**config.mk**
```make
export PLATFORM = sky130hd
export DESIGN_NAME = acc_alu
export DESIGN_NICKNAME = d
export VERILOG_FILES = /design/src/rtl/acc_alu_pkg.sv /design/src/rtl/alu_single.sv /design/src/rtl/alu_muldiv.sv /design/src/rtl/acc_alu.sv
export SDC_FILE = /design/constraint.sdc
export NUM_CORES = 1
export LEC_CHECK = 0
export BUFFER_PORTS_ARGS = -buffer_cell sky130_fd_sc_hd__buf_2
export CAP_MARGIN = 20
export CORE_UTILIZATION = 50
export CTS_CLUSTER_SIZE = 8
export DETAILED_ROUTE_END_ITERATION = 12
export HOLD_SLACK_MARGIN = 0.15
export PLACE_DENSITY = 0.75
export SLEW_MARGIN = 20
export SYNTH_ARGS = -nofsm -noshare
export SYNTH_HDL_FRONTEND = slang
export SYNTH_SLANG_ARGS = --single-unit
```
**constraint.sdc**
```tcl
create_clock -name clk -period 8.4 [get_ports clk]
set_input_delay 0.42 -clock clk [delete_from_list [all_inputs] [get_ports clk]]
set_output_delay 0.42 -clock clk [all_outputs]
set_load 0.02 [all_outputs]
```
**src/rtl/acc_alu_pkg.sv**
```systemverilog
package acc_alu_pkg;
    localparam int DW = 8;
    localparam int NW = DW / 2;
    localparam int CW = $clog2(DW);

    typedef enum logic [3:0] {
        OP_ADD  = 4'd0,
        OP_ADDC = 4'd1,
        OP_SUBB = 4'd2,
        OP_MUL  = 4'd3,
        OP_DIV  = 4'd4,
        OP_DA   = 4'd5,
        OP_INC  = 4'd6,
        OP_DEC  = 4'd7,
        OP_AND  = 4'd8,
        OP_OR   = 4'd9,
        OP_XOR  = 4'd10,
        OP_CPL  = 4'd11,
        OP_SWAP = 4'd12,
        OP_RR   = 4'd13
    } alu_op_e;

    typedef struct packed {
        logic [DW-1:0] a;
        logic [DW-1:0] b;
        logic          cy;
        logic          ac;
        logic          ov;
    } alu_res_t;

    function automatic logic is_iter(alu_op_e o);
        return (o == OP_MUL) || (o == OP_DIV);
    endfunction
endpackage

```
**src/rtl/alu_single.sv**
```systemverilog
module alu_single
    import acc_alu_pkg::*;
(
    input  alu_op_e       op,
    input  logic [DW-1:0] a,
    input  logic [DW-1:0] b,
    input  logic [DW-1:0] opnd,
    input  logic          cy,
    input  logic          ac,
    input  logic          ov,
    output alu_res_t      res
);
    localparam logic [DW:0] LO6 = (DW+1)'(6);
    localparam logic [DW:0] HI6 = LO6 << NW;

    logic          cin;
    logic [DW:0]   full;
    logic [NW:0]   lo;
    logic [DW-1:0] sev;
    logic [DW:0]   t;
    logic          c;

    always_comb begin
        res  = '{a: a, b: b, cy: cy, ac: ac, ov: ov};
        cin  = (op == OP_ADDC || op == OP_SUBB) ? cy : 1'b0;
        full = '0;
        lo   = '0;
        sev  = '0;
        t    = {1'b0, a};
        c    = cy;
        case (op)
            OP_ADD, OP_ADDC: begin
                lo   = {1'b0, a[NW-1:0]} + {1'b0, opnd[NW-1:0]} + {{NW{1'b0}}, cin};
                sev  = {1'b0, a[DW-2:0]} + {1'b0, opnd[DW-2:0]} + {{(DW-1){1'b0}}, cin};
                full = {1'b0, a} + {1'b0, opnd} + {{DW{1'b0}}, cin};
                res.a  = full[DW-1:0];
                res.cy = full[DW];
                res.ac = lo[NW];
                res.ov = full[DW] ^ sev[DW-1];
            end
            OP_SUBB: begin
                lo   = {1'b0, a[NW-1:0]} - {1'b0, opnd[NW-1:0]} - {{NW{1'b0}}, cin};
                full = {1'b0, a} - {1'b0, opnd} - {{DW{1'b0}}, cin};
                res.a  = full[DW-1:0];
                res.cy = full[DW];
                res.ac = lo[NW];
                res.ov = (a[DW-1] ^ opnd[DW-1]) & (full[DW-1] ^ a[DW-1]);
            end
            OP_DA: begin
                if (a[NW-1:0] > NW'(9) || ac) t = t + LO6;
                c = c | t[DW];
                if (t[DW-1:NW] > NW'(9) || c) t = {1'b0, t[DW-1:0]} + HI6;
                c = c | t[DW];
                res.a  = t[DW-1:0];
                res.cy = c;
            end
            OP_INC:  res.a = a + DW'(1);
            OP_DEC:  res.a = a - DW'(1);
            OP_AND:  res.a = a & opnd;
            OP_OR:   res.a = a | opnd;
            OP_XOR:  res.a = a ^ opnd;
            OP_CPL:  res.a = ~a;
            OP_SWAP: res.a = {a[NW-1:0], a[DW-1:NW]};
            OP_RR:   res.a = {a[0], a[DW-1:1]};
            default: ;
        endcase
    end
endmodule

```
**src/rtl/alu_muldiv.sv**
```systemverilog
module alu_muldiv
    import acc_alu_pkg::*;
(
    input  logic          clk,
    input  logic          rst,
    input  logic          go,
    input  logic          go_div,
    input  logic [DW-1:0] a,
    input  logic [DW-1:0] b,
    output logic          busy,
    output logic          last,
    output logic [DW-1:0] res_lo,
    output logic [DW-1:0] res_hi,
    output logic          ovf
);
    logic [DW-1:0] hi_q, lo_q, dvs_q;
    logic          div_q;
    logic [CW-1:0] cnt_q;

    logic [DW:0]   sum, sh;
    logic          qbit;

    // one bit of shift-add multiply or restoring divide per cycle
    always_comb begin
        sum    = '0;
        sh     = '0;
        qbit   = 1'b0;
        res_hi = hi_q;
        res_lo = lo_q;
        if (div_q) begin
            sh   = {hi_q, lo_q[DW-1]};
            qbit = (sh >= {1'b0, dvs_q});
            res_hi = qbit ? (sh[DW-1:0] - dvs_q) : sh[DW-1:0];
            res_lo = {lo_q[DW-2:0], qbit};
        end else begin
            sum    = {1'b0, hi_q} + (lo_q[0] ? {1'b0, dvs_q} : '0);
            res_hi = sum[DW:1];
            res_lo = {sum[0], lo_q[DW-1:1]};
        end
        last = busy && (cnt_q == CW'(DW-1));
        ovf  = div_q ? (dvs_q == '0) : (res_hi != '0);
    end

    always_ff @(posedge clk) begin
        if (rst) begin
            busy  <= 1'b0;
            div_q <= 1'b0;
            cnt_q <= '0;
            hi_q  <= '0;
            lo_q  <= '0;
            dvs_q <= '0;
        end else if (go && !busy) begin
            busy  <= 1'b1;
            div_q <= go_div;
            cnt_q <= '0;
            hi_q  <= '0;
            lo_q  <= a;
            dvs_q <= b;
        end else if (busy) begin
            hi_q <= res_hi;
            lo_q <= res_lo;
            if (last) busy <= 1'b0;
            else      cnt_q <= cnt_q + CW'(1);
        end
    end
endmodule

```
**src/rtl/acc_alu.sv**
```systemverilog
module acc_alu
    import acc_alu_pkg::*;
(
    input  logic       clk,
    input  logic       rst,
    input  logic       start,
    input  logic [3:0] op,
    input  logic [7:0] a_in,
    input  logic [7:0] b_in,
    input  logic [7:0] opnd_in,
    input  logic       cy_in,
    input  logic       ac_in,
    input  logic       ov_in,
    output logic       busy,
    output logic       done,
    output logic [7:0] a_out,
    output logic [7:0] b_out,
    output logic       cy_out,
    output logic       ac_out,
    output logic       ov_out
);
    alu_op_e       op_e;
    alu_res_t      sres;
    logic          accept, go, mlast, movf;
    logic [DW-1:0] mlo, mhi;
    logic          ac_hold;

    assign op_e   = alu_op_e'(op);
    assign accept = start && !busy;
    assign go     = accept && is_iter(op_e);

    alu_single u_single (
        .op(op_e), .a(a_in), .b(b_in), .opnd(opnd_in),
        .cy(cy_in), .ac(ac_in), .ov(ov_in), .res(sres)
    );

    alu_muldiv u_muldiv (
        .clk(clk), .rst(rst), .go(go), .go_div(op_e == OP_DIV),
        .a(a_in), .b(b_in), .busy(busy), .last(mlast),
        .res_lo(mlo), .res_hi(mhi), .ovf(movf)
    );

    always_ff @(posedge clk) begin
        if (rst) begin
            done    <= 1'b0;
            a_out   <= '0;
            b_out   <= '0;
            cy_out  <= 1'b0;
            ac_out  <= 1'b0;
            ov_out  <= 1'b0;
            ac_hold <= 1'b0;
        end else begin
            done <= 1'b0;
            if (go) ac_hold <= ac_in;
            if (mlast) begin
                a_out  <= mlo;
                b_out  <= mhi;
                cy_out <= 1'b0;
                ac_out <= ac_hold;
                ov_out <= movf;
                done   <= 1'b1;
            end else if (accept && !is_iter(op_e)) begin
                a_out  <= sres.a;
                b_out  <= sres.b;
                cy_out <= sres.cy;
                ac_out <= sres.ac;
                ov_out <= sres.ov;
                done   <= 1'b1;
            end
        end
    end
endmodule

```
# Word-level counts from Yosys, hierarchy flattened
# Index checks and enable logic that the tools add are counted.
[classes] add_sub_neg=17 n_lt_le_gt_ge=3 n_eq_ne=14 n_mux=28 bitwise=11 reduce_logical=20
[op_table] op="$pmux W8 S11" n=1
[op_table] op="$mux W8" n=10
[op_table] op="$mux W9" n=4
[op_table] op="$eq A4 B4 Y1 const B" n=6
[op_table] op="$eq A4 B3 Y1 const B" n=4
[op_table] op="$mux W1" n=11
[op_table] op="$add A8 B3 Y9 const B" n=1
[op_table] op="$add A8 B7 Y9 const B" n=1
[op_table] op="$add A8 B8 Y9" n=1
[op_table] op="$add A8 B9 Y9" n=1
[op_table] op="$add A9 B1 Y9" n=1
[op_table] op="$ge A9 B8 Y1" n=1
[op_table] op="$sub A8 B8 Y9" n=1
[op_table] op="$sub A9 B1 Y9" n=1
[op_table] op="$add A7 B7 Y8" n=1
[op_table] op="$add A8 B1 Y8" n=1
[op_table] op="$add A8 B1 Y8 const B" n=1
[op_table] op="$and A8 B8 Y8" n=1
[op_table] op="$eq A4 B2 Y1 const B" n=2
[op_table] op="$gt A4 B4 Y1 const B" n=2
[op_table] op="$logic_not A8 Y1" n=1
[op_table] op="$not A8 Y8" n=1
[op_table] op="$or A8 B8 Y8" n=1
[op_table] op="$reduce_bool A8 Y1" n=1
[op_table] op="23 further kinds" n=37
[word_totals] reg_bits=50 inputBits=34 output_inout_bits=21 word_cells=106

# Longest topological paths before layout
# Gate-level depths: netlist of run 1.
[logic_depth] word_depth=11 ltp_mapped=17 ltp_nobuf=14

# Hierarchy
# Synthesis of run 1 repeated with hierarchy kept, for this count alone.
[hier_totals] hier_cells=764 hier_area_um2=5861.9
[by_module_without_submodules] module="alu_single" instances=1 cells_per_inst=378 area_per_inst_um2=2652.5 seq_area_each_um2=0.0
[by_module_without_submodules] module="alu_muldiv" instances=1 cells_per_inst=269 area_per_inst_um2=2174.6 seq_area_each_um2=580.6
[by_module_without_submodules] module="acc_alu" instances=1 cells_per_inst=117 area_per_inst_um2=1034.7 seq_area_each_um2=420.4

# Worst setup path before layout of run 1
# OpenSTA, ideal clock, no wires.
[synth_timing] path_type="input to register" startpoint="in op[0]" endpoint="reg cy_out" setup_ns=0.103 arrival_time_ns=3.597 t_required_ns=8.297 setup_slack_ns=4.700 path_stages=15 n_path_buf=3 path_cell_list="buf_2 > buf_2 > buf_1 > xor2_1 > nand3_1 > fa_1 > fa_1 > or2_1 > a21oi_2 > o21bai_1 > a21o_1 > a31oi_1 > xor2_1 > a21oi_1 > a2111oi_2"
[synth_via] elab_chain_cells=5 word_cells_on_any_way=15 cone_classes="2 x add/sub; 5 x eq/ne; 2 x mux; 6 x reduce/logical"
[synth_lines] item="start, declared" line_no="acc_alu.sv:7" source="input logic [3:0] op,"
[synth_lines] item="$eq A4 B1 Y1 / $eq A4 B2 Y1 (equally long branches)" line_no="alu_single.sv:25, alu_single.sv:31"
[synth_lines] item="$logic_or A1 B1 Y1" line_no="alu_single.sv:25" source="cin = (op == OP_ADDC || op == OP_SUBB) ? cy : 1'b0;"
[synth_lines] item="$mux W1" line_no="alu_single.sv:25"
[synth_lines] item="$sub A9 B1 Y9 / $add A9 B1 Y9 (equally long branches)" line_no="alu_single.sv:43, alu_single.sv:35"
[synth_lines] item="$pmux W1 S3" line_no="alu_single.sv:31" source="case (op)"
[synth_lines] item="end signal, assigned" line_no="acc_alu.sv:65" source="cy_out <= sres.cy;"
[synth_lines] item="end, declared" line_no="acc_alu.sv:18" source="output logic cy_out,"
# Several ways; a longest one is shown, not always the timed one.
# A chain may end at the register's enable or synchronous reset.

# Final worst setup path of run 1
[layout_timing] startpoint="in op[1]" endpoint="reg a_out[5]"
[layout_via] elab_chain_cells=7 word_cells_on_any_way=26 cone_classes="2 x add/sub; 13 x eq/ne; 4 x mux; 7 x reduce/logical"
[layout_lines] item="$eq A4 B1 Y1 / $eq A4 B2 Y1 (equally long branches)" line_no="alu_single.sv:25, alu_single.sv:31"
[layout_lines] item="$logic_or A1 B1 Y1" line_no="alu_single.sv:25"
[layout_lines] item="$mux W1" line_no="alu_single.sv:25"
[layout_lines] item="$sub A9 B1 Y9 / $add A9 B1 Y9 (equally long branches)" line_no="alu_single.sv:43, alu_single.sv:35"
[layout_lines] item="$pmux W8 S11" line_no="alu_single.sv:31"
[layout_lines] item="$mux W8" line_no="acc_alu.sv:62" source="end else if (accept && !is_iter(op_e)) begin"
[layout_lines] item="$mux W8" line_no="acc_alu.sv:55" source="if (mlast) begin"
[layout_lines] item="end signal, assigned" line_no="acc_alu.sv:56" source="a_out <= mlo;"
[layout_lines] item="end signal, assigned" line_no="acc_alu.sv:63" source="a_out <= sres.a;"
[layout_lines] item="end, declared" line_no="acc_alu.sv:16" source="output logic [7:0] a_out,"
# Several ways; a longest one is shown, not always the timed one. The select of a mux whose other input is x is not followed.

==> impl_results.md, run 1 <==
- Status: finished, final reports clean
- Hold Fails Final Rpt: 0
- Row count: 37
- Most common library cells after synthesis: nand2_1, a21oi_1, ha_1
- Sw Ratio: 39.2%
- Max-cap violations: 0
- CP cell instances: buf_2 -> inv_1 -> nor4_2 -> ha_1 -> a21o_1 -> a21oi_1 -> o21ai_1 -> xor2_1 -> a221o_1 -> a31oi_1 -> a31oi_1 -> o21ba_1
- Largest cells by area after synthesis: dfxtp_1, ha_1, nand2_1
- Area growth, synth to finish: 7.14%
- Hold_buf cts: 0
- Die width: between 100 and 150 um
- Hold Crit Class: input port to flop
- Most used flip-flop cell after synthesis: dfxtp_1
- Yosys cell types: 76
- Synthesized Nets: roughly 810
- ANT nets after route: 0
- Post-DR vias/cell: roughly 6.3
- Net Sw Power: 264 uW
- Fmax: 270 MHz
- # diodes: 0
- Die height: 106 um
- RSZ-0062 raised after global routing: false
- Crit end category: flop
- Multi-input logic area: about 4000 um2
- Wire per inst: about 19 um
- DRT Pass-1 Iters: 6
- Via count: between 5,000 and 6,000
- Crit path DAT: 3.93 ns
- Gr ovfl total: 0
- GRT Total Usage: 30.2%
- Clock transition at path regs: 0.11 ns
- Clock tree root driver cell: clkbuf_8
- Fin nets: between 800 and 900
- Dominant cell type by area after synthesis: dfxtp_1
- Layout cells sized above 1: around an eighth
- Post-synth EDFFs: 0
- Dpl hpwl: 13.0 mm
- Synth top area share: between 10% and 20%
- Crit Path Class: input port to flop
- Die area: around 11,000 um2
- Htree depth: 2
- Max_slew headroom: about 37%
- Clock power frac: 22.9%
- Starting Density: 51.7%
- Post-Layout Cell Count: approximately 870
- Power density over the cells: 117 nW/um2
- Setup bufs post-CTS: 0
- Initial antenna violation count: 0
- Boundary Pins: 55
- Final worst-path cycle share: between 40 and 50%
- Largest net degree at the start of global routing: 42
- Leakage power: roughly 2.5 nW
- Mapped Area: 5360 um2
- Peak VDD IR: around 0.000083 V
- Worst-Skew Late Latency: approximately 0.32 ns
- Fin. max-slew vios: 0
- Worst Tran Pin Value: approximately 0.94 ns
- Worst Hold Slack: ~0.34 ns
- Period minus WS final: roughly 3.7 ns
- P_int: between 400 and 500 uW
- Comb pwr share: 39.1%
- Crit-path slowest cell: nor4_2
- Top-count cell post-synth: nand2_1
- Post-route DRC: 0
- Setup violators final: 0
- First-pass GRT wire length: between 20 and 30 mm
- Initial drt markers: around 650
- Worst Path Required: approximately 8.6 ns
- Register area: roughly 1000 um2
- Top delay family on crit path: compound AO/OA/AOI/OAI gates
- CTS tree: yes
- WP buf/inv: 2
- Core area: slightly above 10,000 um2
- Longest Clk Path Bufs: 2
- Post-cts resize count: 0
- Sequential share of power: a little under two fifths
- FF+latch count, synth: 50
- Mapped Cells: about 700
- Inserted Clock Buffers: 5
- Worst setup SP type: input port
- YS warnings: 0
- PortBufs: 54
- Most frequent CP cell: a31oi_1
- Final RePlAce weighted congestion: ~1.0
- Syn avg cell area: 7.56 um2
- CP Max Fanout: 31
- Setup TNS: 0 ns
- CTS sink cnt: 50
- Vias in the first global route: between 5,000 and 6,000
- Routed WL: about 17 mm
- Critical Path Max Stage Delay: between 0.7 and 0.8 ns
- Util after Layout: between 50% and 60%
- Fraction of registers with async set/reset: 0%
- Filler cells: around 1,000
- # placed instances: 861
- Worst-case clock skew: ~0.011 ns
- Sequential-to-total area share from yosys stat: 18.7%
==> cell type report <==
cell class              instances  share of cell area (%)
inverters                      52                    3.40
flip-flops and latches         50                    17.4
multi-input cells             566                    69.5
repair buffers                 57                    5.10
clock inverters                 3                   0.457
well taps                     136                    2.96
clock buffers                   5                    1.20
==> power by group through the flow <==
stage	registers, mW	logic, mW	clock network [mW]
final	0.255	0.263	0.154
after floorplan	0.267	0.178	0
after CTS	0.255	0.258	0.155
after global routing	0.257	0.285	0.164
after global placement	0.260	0.251	0
after detailed placement	0.260	0.256	0
==> placed cells by master (no fill, tap or decap), types with 5 or more instances in the layout <==
cell type   n
clkbuf_8    5
inv_1      49
xor2_1     12
nand2b_1    6
dfxtp_1    50
nor2b_1    11
xnor2_1    20
fa_1        7
a21o_1     11
nor2_1     54
a31oi_1    17
a21oi_1    61
ha_1       56
o21ai_0    30
nand2_1    82
buf_2      54
a211oi_1    9
a22oi_1    24
or3_1       5
and2_1     11
mux2i_1    20
nor3_1     16
a221oi_1    7
nand3_1    14
mux2_2      5
o22ai_1     5
o21a_1     11
==> layer usage <==
layer	part of all wire, %	global-route usage [%]	vias to the layer above
li1	-	-	2579
met1	45	43.8	2593
met2	43	45.8	269
met3	8.8	4.82	44
met4	2.8	9.03	0
met5	0	0	-
==> stage by stage <==
| step | total power [mW] | instance area [um2] | setup WS [ns] |
|---|---|---|---|
| 3_3_place_gp | 0.511 | 5640 | 4.30 |
| 4_1_cts | 0.668 | 5740 | 4.43 |
| 5_1_grt | 0.706 | 5740 | 4.51 |
| 2_1_floorplan | 0.445 | 5360 | 4.70 |
| 6_report | 0.672 | 5740 | 4.69 |
| 3_5_place_dp | 0.516 | 5640 | 4.10 |
==> final timing paths <==
path | cells past startpoint | endpoint | slack, ns | startpoint
max | 12 | a_out[5]$_SDFFE_PP0P_ | 4.69 | op[1]
min | 3 | u_muldiv.dvs_q[6]$_SDFFE_PP0P_ | 0.34 | b_in[6]
max reg2reg | 12 | ov_out$_SDFFE_PP0P_ | 5.32 | u_muldiv.lo_q[0]$_SDFFE_PP0P_
min reg2reg | 2 | ac_hold$_SDFFE_PP0P_ | 0.47 | ac_hold$_SDFFE_PP0P_
==> worst reg2reg max path: cells and delay by family (launching register included) <==
kind / cells / cell delay, ns
AOI/OAI and AO/OA: 6 / 1.27
adders and majority gates: 2 / 0.59
and+or+nand+nor: 3 / 0.55
DFF: 1 / 0.53
buffers and inverters: 1 / 0.07
==> kinds of logic (layout without fill, tap and decap cells) <==
logic type      after synthesis  count (layout)  share of synthesized area [%]
simple gates                222             222                           19.5
compound gates              221             221                           27.9
buf+inv                      93             117                           7.02
fa+ha+maj                    63              63                           15.7
flops                        50              50                           18.7
xor+xnor                     34              34                           5.95
mux                          26              26                           5.20
==> state kept, by name (all words and copies together) (netlist names) <==
signal	flops
u_muldiv.hi_q	8
ov_out	1
u_muldiv.lo_q	8
ac_out	1
u_muldiv.cnt_q	3
u_muldiv.busy	1
u_muldiv.dvs_q	8
b_out	8
done	1
cy_out	1
u_muldiv.div_q	1
a_out	8
ac_hold	1
No activity file was read; power rests on OpenSTA's default activity.
==> run 2: changes to the inputs <==
==> constraint.sdc (replaced) <==
create_clock -name clk -period 3.5 [get_ports clk]
set_input_delay 0.175 -clock clk [delete_from_list [all_inputs] [get_ports clk]]
set_output_delay 0.175 -clock clk [all_outputs]
set_load 0.02 [all_outputs]
==> impl_results.md, run 2 (synthesis results as in run 1) <==
- Leakage power: around 2.6 nW
- WP buf/inv: 1
- Initial drt markers: between 700 and 800
- Starting Density: about half
- Top delay family on crit path: compound AO/OA/AOI/OAI gates
- DRT Pass-1 Iters: 5
- Via count: roughly 5,500
- ANT nets after route: 0
- Worst Path Required: about 3.8 ns
- Final worst-path cycle share: about 83%
- Period minus WS final: 2.91 ns
- CTS sink cnt: 50
- Total power: approximately 1.6 mW
- Setup bufs post-CTS: 0
- Crit end category: flop
- GRT Total Usage: a little under a third
- Setup violators final: 0
- Routed WL: roughly 17 mm
- Comb pwr share: between 30% and 40%
- Worst-case clock skew: approximately 0.012 ns
- Hold_buf cts: 8
- Final RePlAce weighted congestion: between 0.9 and 1
- Die area: approximately 11,000 um2
- CP Max Fanout: 10
- Worst setup SP type: flop
- Vias in the first global route: between 5,000 and 6,000
- Clock tree root driver cell: clkbuf_8
- Commonest non-fill, non-tap cells in the layout: nand2_1, a21oi_1, ha_1, nor2_1, buf_2
- Clock transition at path regs: 0.10 ns
- Util after Layout: a little under three fifths
- Post-DR vias/cell: approximately 6.3
- Largest net degree at the start of global routing: between 40 and 50
- Filler cells: ~1,000
- CTS tree: yes
- Most frequent CP cell: o31a_1
- Hold EP: ac_hold$_SDFFE_PP0P_
- Die width: ~110 um
- Longest Clk Path Bufs: 2
- Hold Fails Final Rpt: 0
- Row count: 37
- Layout cells sized above 1: between 10% and 20%
- Clock power frac: approximately 23%
- Core area: between 10,000 and 15,000 um2
- Post-cts resize count: 0
- Worst r2r dst: b_out[7]$_SDFFE_PP0P_
- Met1 wire length: about 7.5 mm
- Fmax: 344 MHz
- Initial antenna violation count: 0
- Max_slew headroom: ~36%
- Worst Hold Launch: ac_in
- Net Sw Power: approximately 630 uW
- P_int: 994 uW
- Fin nets: 847
- Post-route DRC: 0
- Worst Tran Pin Value: 0.956 ns
- Setup TNS: 0 ns
- First-pass GRT wire length: about 27 mm
- Hold Crit Class: input port to flop
- Critical Path Max Stage Delay: ~0.48 ns
- PortBufs: 54
- Crit Path Class: flop to flop
- Die height: 106 um
- Register area: 1000 um2
- Dpl hpwl: roughly 13 mm
- Worst-Skew Late Latency: ~0.32 ns
- Worst R2R Path Depth: 12
- Inserted Clock Buffers: 5
- # diodes: 0
- Reg2reg start: u_muldiv.lo_q[0]$_SDFFE_PP0P_
- Gr ovfl total: 0
- RSZ-0062 raised after global routing: false
- Htree depth: 2
- Status: finished, final reports clean
- Commonest non-fill, non-tap cell in the layout: nand2_1
- Max-cap violations: 0
- Boundary Pins: 55
- Hold Path Cell Cnt: 3
- Met2 WL post-DR: 7.30 mm
- Area growth, synth to finish: 9.96%
- Met3 Routed Length: about 1.8 mm
- Top routing layer in use: met4
- R2R setup slack: between 0.5 and 0.6 ns
- Crit path DAT: around 3.2 ns
- Wire per inst: around 19 um
- Fin. max-slew vios: 0
- Peak VDD IR: 0.000209 V
- Sw Ratio: 38.8%
- Sequential share of power: between 30% and 40%
- CP cell instances: and2_1 -> ha_1 -> inv_1 -> fa_1 -> nor2b_1 -> o31a_1 -> o31a_1 -> o21ai_0 -> a32o_1 -> a31oi_1 -> nand2_1 -> a21oi_1
- Power density over the cells: around 280 nW/um2
- Multi-input logic area: 3980 um2
- Crit-path slowest cell: dfxtp_1
[run 2: changes by cell type in the layout (fill, tap and decap cells not counted)]
cell,change
inv_6,-2
nor4_1,+1
inv_8,+1
buf_4,+10
dlygate4sd3_1,+8
nor4_2,-1
clkinv_4,+1
[run 2: layer usage]
layer	GRT usage, %	up-vias
met5	0	-
met4	8.04	0
met3	5.44	29
met2	45.1	325
met1	45.2	2575
li1	-	2620
[run 2: area by class of cell]
class | count | area share [%]
multi-input combinational | 566 | 67.6
inverter | 52 | 3.31
sequential | 50 | 17.0
clock buffer | 5 | 1.17
tap | 136 | 2.89
clock inverter | 3 | 0.488
timing repair buffer | 75 | 7.60
[run 2: worst max-delay path by stage]
stage | start | to | slack [ns] | cells past startpoint
2_1_floorplan | op[0] | cy_out$_SDFFE_PP0P_ | 0.04 | 15
3_3_place_gp | op[1] | ov_out$_SDFFE_PP0P_ | 0.40 | 15
3_5_place_dp | op[3] | cy_out$_SDFFE_PP0P_ | 0.37 | 13
4_1_cts | u_muldiv.lo_q[0]$_SDFFE_PP0P_ | b_out[7]$_SDFFE_PP0P_ | 0.65 | 12
5_1_grt | u_muldiv.lo_q[0]$_SDFFE_PP0P_ | b_out[7]$_SDFFE_PP0P_ | 0.44 | 12
6_report | u_muldiv.lo_q[0]$_SDFFE_PP0P_ | b_out[7]$_SDFFE_PP0P_ | 0.59 | 12
[run 2: through the flow]
stage	cells	hold WS, ns	setup WS, ns	cell area (um2)
6_report	887	0.163	0.591	5900
5_1_grt	887	0.164	0.439	5900
4_1_cts	887	0.164	0.649	5900
3_5_place_dp	871	0.436	0.375	5720
3_3_place_gp	871	0.435	0.399	5720
2_1_floorplan	709	0.311	0.0446	5360
[run 2: power by group through the flow]
stage	Clock, mW	Combinational [mW]	Sequential [mW]
floorplan	0	0.426	0.642
global placement	0	0.613	0.626
detailed placement	0	0.622	0.627
CTS	0.371	0.632	0.614
global route	0.397	0.701	0.617
finish	0.366	0.645	0.615
[run 2: worst min-delay path, stage by stage]
cell,delay (ns)
buf_2,0.15
nand2_1,0.07
a21oi_1,0.05
